[config.mk]
export PLATFORM = sky130hd
export DESIGN_NAME = board_regs
export DESIGN_NICKNAME = d
export VERILOG_FILES = /design/src/rtl/board_regs_pkg.sv /design/src/rtl/board_regs_decode.sv /design/src/rtl/board_regs_dp.sv /design/src/rtl/board_regs.sv
export SDC_FILE = /design/constraint.sdc
export NUM_CORES = 1
export LEC_CHECK = 0
export BUFFER_PORTS_ARGS = -buffer_cell sky130_fd_sc_hd__buf_2
export CORE_MARGIN = 3
export CORE_UTILIZATION = 40
export DETAILED_ROUTE_END_ITERATION = 7
export PLACE_DENSITY = 0.69
export SLEW_MARGIN = 20
export SYNTH_ARGS = -nofsm -noshare
export SYNTH_HDL_FRONTEND = slang
export SYNTH_SLANG_ARGS = --single-unit
[constraint.sdc]
create_clock -name clk -period 1.2 [get_ports clk]
set_input_delay 0.24 -clock clk [delete_from_list [all_inputs] [get_ports clk]]
set_output_delay 0.24 -clock clk [all_outputs]
set_load 0.01 [all_outputs]
[src/rtl/board_regs_pkg.sv]
package board_regs_pkg;
  localparam int DATA_W = 32;
  localparam int CH_N   = 6;
  localparam int SW_N   = 8;
  localparam int VER_W  = 8;
  localparam int INV_N  = 4;
  localparam int LINE_W = 3 * CH_N + INV_N;

  localparam logic [DATA_W-1:0] BOARD_ID = 32'h54424C4F;

  localparam int OFF_ID   = 'h00;
  localparam int OFF_STAT = 'h04;
  localparam int OFF_CTRL = 'h08;
  localparam int OFF_LINE = 'h88;

  localparam int STAT_WDTO_BIT = 22;
  localparam int STAT_TNET_BIT = 23;
  localparam int STAT_ERR_BIT  = 24;
  localparam int STAT_MISS_LSB = 25;

  typedef enum logic [2:0] {
    SEL_NONE, SEL_ID, SEL_STAT, SEL_CTRL, SEL_LINE
  } rdSel_e;

  typedef struct packed {
    logic   wrStat;
    logic   wrCtrl;
    logic   rdEn;
    rdSel_e rdSel;
  } regStrobe_t;
endpackage

[src/rtl/board_regs_decode.sv]
module board_regs_decode
  import board_regs_pkg::*;
#(
  parameter int ADDR_W = 8
) (
  input  logic [ADDR_W-1:0] busAddr,
  input  logic              busWe,
  input  logic              busRe,
  output regStrobe_t        strobe
);
  logic hitId, hitStat, hitCtrl, hitLine;

  always_comb begin
    hitId   = (busAddr == ADDR_W'(OFF_ID));
    hitStat = (busAddr == ADDR_W'(OFF_STAT));
    hitCtrl = (busAddr == ADDR_W'(OFF_CTRL));
    hitLine = (busAddr == ADDR_W'(OFF_LINE));

    strobe.wrStat = busWe && hitStat;
    strobe.wrCtrl = busWe && hitCtrl;
    strobe.rdEn   = busRe;
    if (hitId)        strobe.rdSel = SEL_ID;
    else if (hitStat) strobe.rdSel = SEL_STAT;
    else if (hitCtrl) strobe.rdSel = SEL_CTRL;
    else if (hitLine) strobe.rdSel = SEL_LINE;
    else              strobe.rdSel = SEL_NONE;
  end
endmodule

[src/rtl/board_regs_dp.sv]
module board_regs_dp
  import board_regs_pkg::*;
#(
  parameter int SYNC_STAGES = 2
) (
  input  logic              clk,
  input  logic              rstN,
  input  regStrobe_t        strobe,
  input  logic [DATA_W-1:0] busWdata,
  input  logic [VER_W-1:0]  gwVersion,
  input  logic [SW_N-1:0]   switches,
  input  logic [CH_N-1:0]   rearDetect,
  input  logic              tnetPresent,
  input  logic              i2cWdtoEvt,
  input  logic              i2cErrEvt,
  input  logic [CH_N-1:0]   pulseMissEvt,
  input  logic [LINE_W-1:0] lineRaw,
  output logic [DATA_W-1:0] busRdata,
  output logic              softRstReq,
  output logic              unlockQ,
  output logic              wdtoQ,
  output logic              errQ,
  output logic [CH_N-1:0]   missQ
);
  localparam int STAT_USED = STAT_MISS_LSB + CH_N;

  // line synchronizer chain
  logic [SYNC_STAGES-1:0][LINE_W-1:0] syncQ;

  generate
    for (genvar s = 0; s < SYNC_STAGES; s++) begin : g_sync
      always_ff @(posedge clk or negedge rstN) begin
        if (!rstN) syncQ[s] <= '0;
        else if (s == 0) syncQ[s] <= lineRaw;
        else syncQ[s] <= syncQ[(s == 0) ? 0 : s - 1];
      end
    end
  endgenerate

  // sticky flags: event set dominates write-1 clear
  logic              clrWdto, clrErr;
  logic [CH_N-1:0]   clrMiss;

  always_comb begin
    clrWdto = strobe.wrStat && busWdata[STAT_WDTO_BIT];
    clrErr  = strobe.wrStat && busWdata[STAT_ERR_BIT];
    clrMiss = strobe.wrStat ? busWdata[STAT_MISS_LSB +: CH_N] : '0;
  end

  always_ff @(posedge clk or negedge rstN) begin
    if (!rstN) begin
      wdtoQ <= 1'b0;
      errQ  <= 1'b0;
      missQ <= '0;
    end else begin
      wdtoQ <= i2cWdtoEvt | (wdtoQ & ~clrWdto);
      errQ  <= i2cErrEvt  | (errQ  & ~clrErr);
      missQ <= pulseMissEvt | (missQ & ~clrMiss);
    end
  end

  // control: unlock bit and guarded soft reset
  always_ff @(posedge clk or negedge rstN) begin
    if (!rstN) begin
      unlockQ    <= 1'b0;
      softRstReq <= 1'b0;
    end else begin
      softRstReq <= strobe.wrCtrl && busWdata[1] && unlockQ;
      if (strobe.wrCtrl) unlockQ <= busWdata[0];
    end
  end

  // read mux
  logic [DATA_W-1:0] statWord, lineWord, rdNext;

  always_comb begin
    statWord = '0;
    statWord[VER_W-1:0]                  = gwVersion;
    statWord[VER_W +: SW_N]              = switches;
    statWord[VER_W + SW_N +: CH_N]       = rearDetect;
    statWord[STAT_WDTO_BIT]              = wdtoQ;
    statWord[STAT_TNET_BIT]              = tnetPresent;
    statWord[STAT_ERR_BIT]               = errQ;
    statWord[STAT_MISS_LSB +: CH_N]      = missQ;
    statWord[DATA_W-1:STAT_USED]         = '0;

    lineWord = '0;
    lineWord[LINE_W-1:0] = syncQ[SYNC_STAGES-1];

    unique case (strobe.rdSel)
      SEL_ID:   rdNext = BOARD_ID;
      SEL_STAT: rdNext = statWord;
      SEL_CTRL: rdNext = {{(DATA_W-1){1'b0}}, unlockQ};
      SEL_LINE: rdNext = lineWord;
      default:  rdNext = '0;
    endcase
  end

  always_ff @(posedge clk or negedge rstN) begin
    if (!rstN) busRdata <= '0;
    else if (strobe.rdEn) busRdata <= rdNext;
  end
endmodule

[src/rtl/board_regs.sv]
module board_regs
  import board_regs_pkg::*;
#(
  parameter int ADDR_W      = 8,
  parameter int SYNC_STAGES = 2
) (
  input  logic              clk,
  input  logic              rstN,
  input  logic [ADDR_W-1:0] busAddr,
  input  logic              busWe,
  input  logic [31:0]       busWdata,
  input  logic              busRe,
  output logic [31:0]       busRdata,
  input  logic [7:0]        gwVersion,
  input  logic [7:0]        switches,
  input  logic [5:0]        rearDetect,
  input  logic              tnetPresent,
  input  logic              i2cWdtoEvt,
  input  logic              i2cErrEvt,
  input  logic [5:0]        pulseMissEvt,
  input  logic [5:0]        lineFront,
  input  logic [3:0]        lineInv,
  input  logic [5:0]        lineRear,
  input  logic [5:0]        lineNoSig,
  output logic              softRstReq
);
  regStrobe_t        strobe;
  logic              unlockQ, wdtoQ, errQ;
  logic [CH_N-1:0]   missQ;
  logic [LINE_W-1:0] lineRaw;

  assign lineRaw = {lineNoSig, lineRear, lineInv, lineFront};

  board_regs_decode #(.ADDR_W(ADDR_W)) decode_i (
    .busAddr (busAddr),
    .busWe   (busWe),
    .busRe   (busRe),
    .strobe  (strobe)
  );

  board_regs_dp #(.SYNC_STAGES(SYNC_STAGES)) dp_i (
    .clk          (clk),
    .rstN         (rstN),
    .strobe       (strobe),
    .busWdata     (busWdata),
    .gwVersion    (gwVersion),
    .switches     (switches),
    .rearDetect   (rearDetect),
    .tnetPresent  (tnetPresent),
    .i2cWdtoEvt   (i2cWdtoEvt),
    .i2cErrEvt    (i2cErrEvt),
    .pulseMissEvt (pulseMissEvt),
    .lineRaw      (lineRaw),
    .busRdata     (busRdata),
    .softRstReq   (softRstReq),
    .unlockQ      (unlockQ),
    .wdtoQ        (wdtoQ),
    .errQ         (errQ),
    .missQ        (missQ)
  );
endmodule

# Yosys cells after proc, flatten, opt, wreduce, memory -nomap -nowiden
# Index checks and enable logic that the tools add are counted.
# totals
register_bits	86
in_bits	97
wordCells	37
# classes
eq_ne	7
muxes	6
bitwise	9
reduce_logical	7
# op_table
cell	count
31-bit one-hot mux with 4 select lines	1
3-bit two-way mux	4
8-bit by 3-bit == test with 1-bit output (second input constant)	1
8-bit by 4-bit == test with 1-bit output (second input constant)	1
8-bit == test (second input constant)	1
8-bit logical NOT	1
6-bit bitwise AND	1
3-bit by 2-bit == test with 1-bit output (second input constant)	2
1-bit logical AND	6
6-bit two-way mux	1
6-bit NOT	1
6-bit OR	1
3-bit by 1-bit == test with 1-bit output (second input constant)	1
3-bit == test (second input constant)	1
1-bit bitwise AND	2
1-bit NOT	2
1-bit OR	2

# Longest topological paths before layout
# logic_depth
word_depth	7
depth_mapped	6

# Modules after synthesis
# Synthesis repeated with hierarchy kept, for this count alone.
# unflattened
cells_unflattened	243
hier_area_um2	3103.0
# by_module_without_submodules
module	n_inst	cells_each	area_per_inst_um2	seq_area_each_um2
board_regs_dp	1	231	3014.1	2127.0
board_regs_decode	1	12	88.8	0.0

# Least setup slack after synthesis
# OpenSTA, ideal clock, no wires.
# synth_path
path_kind	input to register
from	in busAddr[6]
to	reg dp_i.unlockQ
setup_time_ns	0.125
arrival_ns	1.760
slack_ns	-0.685
cell_stages	5
n_path_buf	1
cell_sequence	or4_1 buf_2 nor3_2 and4b_1 mux2_2
# synth_between
elab_chain_len	2
# synth_rtl
item	line_no	source
start: declaration	board_regs.sv:9	input logic [ADDR_W-1:0] busAddr,
8-bit by 4-bit == test with 1-bit output	board_regs_decode.sv:16	hitCtrl = (busAddr == ADDR_W'(OFF_CTRL));
1-bit logical AND	board_regs_decode.sv:20	strobe.wrCtrl = busWe && hitCtrl;
end signal: assignment	board_regs_dp.sv:69	if (strobe.wrCtrl) unlockQ <= busWdata[0];
end: declaration	board_regs_dp.sv:20	output logic unlockQ,
# Every way passes these cells.
# A chain may end at the register's enable or synchronous reset.

# Final worst setup path
# layout_path
from	in busAddr[0]
to	reg dp_i.missQ[0]
# layout_between
elab_chain_len	6
# layout_rtl
item	line_no	source
8-bit by 3-bit == test with 1-bit output	board_regs_decode.sv:15	hitStat = (busAddr == ADDR_W'(OFF_STAT));
1-bit logical AND	board_regs_decode.sv:19	strobe.wrStat = busWe && hitStat;
6-bit two-way mux	board_regs_dp.sv:47	clrMiss = strobe.wrStat ? busWdata[STAT_MISS_LSB +: CH_N] : '0;
6-bit NOT	board_regs_dp.sv:58	missQ <= pulseMissEvt | (missQ & ~clrMiss);
6-bit bitwise AND	board_regs_dp.sv:58	
6-bit OR	board_regs_dp.sv:58	
end signal: assignment	board_regs_dp.sv:58	
end: declaration	board_regs_dp.sv:23	output logic [CH_N-1:0] missQ
# Every way passes these cells.

==> results.md <==
* Worst R2R Start: dp_i.lineWord[14]
* Top library cells by usage in the layout, fill and taps aside: buf_2 (104), dfrtp_1 (85), dlygate4sd3_1 (23)
* Worst R2R End: dp_i.busRdata[14]
* Filler-free cell count of the finished design at 497
* Detail-routed net length per standard cell at 14.0 um
* Io pins at 130
* Total Routed Length at 6970 um
* Ratio of cells with drive above 1 in the final layout at 0.450
* Iter 0 DRT Violations at 113
* Sequential cell area at 2130 um^2
* Share of the clock period used by the worst path after layout at 1.17
* Highest achievable clock rate at 712 MHz
* Setup TNS Final at -4.65 ns
* Number of distinct library cell variants in the gate-level netlist after synthesis at 27
* Final clock skew at 0.0121 ns
* Largest buffer count on any clock path at 2
* Critical-path maximum fanout at 8
* Die Area at 8650 um^2
* Count of flip-flops with a built-in enable after synthesis at 0
* Violated checks: negative setup slack
* Cell chain of the critical path: buf_6, or4_4, buf_6, nor4_4, buf_6, nand2_2, a21o_1
* R2R depth at 3
* CTS H-tree depth at 3
* Ant diodes at 0
* Mapped Cells at 243
* Worst path most repeated cell: buf_6
* Longest individual stage delay on the worst path at 0.60 ns
* Post-route minimum period at 1.40 ns
* Register bit total from synthesis at 85
* Cell class contributing the biggest share of worst-path delay: simple AND/OR/NAND/NOR gates
* Post-Synth Adder-Cell Area at 0
* TritonCTS clock tree: built
* Final Max Tran Viols at 0
* Areal power density over the cells at 1220 nW/um^2
* Predominant post-synthesis flop cell: dfrtp_1
* Number of core rows at 31
* Most common library cell in the layout ignoring fill and taps: buf_2
* FF-to-FF setup slack at 0.24 ns
* Overall global routing resource usage at 0.166
* Placer's final routability congestion estimate at 0.838
* Antenna violations before repair at 0
* TritonCTS buffer count at 9
* Number of nets produced by synthesis at 340
* Number of detailed-routing iterations run before antenna repair at 4
* Die width at 93.0 um
* Final count of negative-setup-slack endpoints at 36
* Total leakage power at 2.05 nW
* Via count of the first global-routing pass at 2326
* Clock-pin slew of the registers on the worst-case setup and hold paths at 0.10 ns
* Synthesized area at 3030 um^2
* Final Hold Fails at 0
* Area delta synth->final at 46.7%
* Wire length of the first global-routing pass at 11000 um
* Number of port buffers at 106
* Area share of and/or/nand/nor cells after synthesis at 0.108
* Via count at 2334
* Path type of the worst setup path: in -> reg
* Crit path required time at 1.44 ns
* Placed Cells at 451
* Setup repair after global routing missed its margin: yes
* Class of the worst hold path: in -> reg
* Critical path's slowest cell: or4_4
* Area of the multi-input gates at 883 um^2
* Levels on crit path at 7
* Arrival time at the worst endpoint at 1.64 ns
* Sequential area share after synthesis at 0.702
* Half-perimeter wire length after placement at 4760 um
* Synth Area per Inst at 12.5 um^2
* Outcome: finished with violations
* # DRC at 0
* Count of buffering cells on the critical path with inverters included at 3
* Height of the die at 93.0 um
* Final core utilization at 0.609
* Final worst hold slack at 0.0469 ns
* Final worst slack at -0.205 ns
* Effective utilization at floorplan at 0.415
* Worst-skew pair later-pin latency at 0.36 ns
* Critical path startpoint: busAddr[0]
* Kind of launch point of the worst setup path: primary input
* Largest family of logic cells by synthesized area: compound AO/OA/AOI/OAI gates
* Capturing element type of the critical path: flip-flop
* Highest ir drop seen on vdd at 0.000971 V
* Number of nets at the end of the flow at 490
* Overflow left after global routing at 0
* Async set or reset register ratio after synthesis at 1.00
* Last element of the critical path: dp_i.missQ[0]
* CTS Root Cell: clkbuf_8
* Post-synthesis compound-gate area fraction at 0.131
* Ys Warns at 0
* Area inside the core boundary at 7290 um^2
* Area share of xor/xnor cells in the synthesized design at 0
* Power after layout at 5.41 mW
* Max-cap check violation count at 0
* Multiplexer share of the synthesized area at 0.00702
* Number of fill cells in the layout at 649
* Post-route ant nets at 0
* TritonCTS sink count at 85
* Vias per std cell at 4.70
* Pin count of the biggest net entering global routing at 33
==> timing repair <==
action                     CTS  global route
resized for setup           16            23
hold endpoints to repair    39             0
setup endpoints to repair   36            37
cloned                       2             1
pin swaps                   13             8
hold buffers                23             0
setup buffers                5             0
==> cell type report <==
class                   instances  area share
clock buffers                   9      0.0279
clock inverters                 7      0.0166
inverters                      22      0.0186
multi-input cells             123       0.199
flip-flops and latches         85       0.479
well taps                      99      0.0279
repair buffers                152       0.232
==> Yosys cell counts, types with 2 or more instances <==
master,number,area share
dfrtp_1,85,0.70
inv_1,22,0.027
nand2_1,17,0.021
o22ai_1,17,0.035
a22oi_1,14,0.035
o21ai_0,14,0.023
nor2_1,11,0.014
and3_1,9,0.019
a21o_1,8,0.020
a31oi_1,8,0.017
nand3_1,8,0.013
clkbuf_1,7,0.0087
nor2b_1,5,0.010
buf_2,2,0.0033
buf_6,2,0.0074
nand2b_1,2,0.0041
nor4_4,2,0.014
==> sequential cells by signal (all words and copies together), names as in the netlist <==
| signal | cells |
|---|---|
| dp_i.missQ | 6 |
| dp_i.unlockQ | 1 |
| dp_i.syncQ | 22 |
| dp_i.softRstReq | 1 |
| dp_i.lineWord | 22 |
| dp_i.busRdata | 31 |
| dp_i.wdtoQ | 1 |
| dp_i.errQ | 1 |
==> stage by stage <==
step | instance area [um^2] | setup WS, ns
after detailed placement | 3830 | -0.627
after global routing | 4440 | -0.235
after global placement | 3830 | -0.584
after floorplan | 3090 | -0.584
final | 4440 | -0.205
after CTS | 4360 | -0.162
==> logic make-up after synthesis <==
group                  count (synthesis)
AOI/OAI and AO/OA                     62
other                                  1
muxes                                  2
DFF                                   85
and+or+nand+nor                       58
buffers and inverters                 35
==> metal layers <==
metal  GRT usage  share of wire  vias up
met1       0.214           0.43     1114
met3      0.0298          0.044       10
met2       0.272           0.50       75
li1            -              -     1135
met5           0              0        -
met4      0.0818          0.018        0
==> power breakdown <==
part           internal [mW]  switching [mW]
combinational          0.224           0.215
clock                  0.824            1.15
sequential              2.96          0.0349
==> how the worst min path moves through the flow <==
stage	from	end	slack (ns)	cells past startpoint
4_1_cts	pulseMissEvt[3]	dp_i.missQ[3]	0.04	2
5_1_grt	pulseMissEvt[3]	dp_i.missQ[3]	0.03	2
6_report	pulseMissEvt[3]	dp_i.missQ[3]	0.05	2
3_3_place_gp	rstN	dp_i.missQ[3]	0.14	1
3_5_place_dp	rstN	dp_i.missQ[3]	0.15	1
2_1_floorplan	rstN	dp_i.busRdata[0]	-0.06	0
Power figures use the tool's default switching activity.
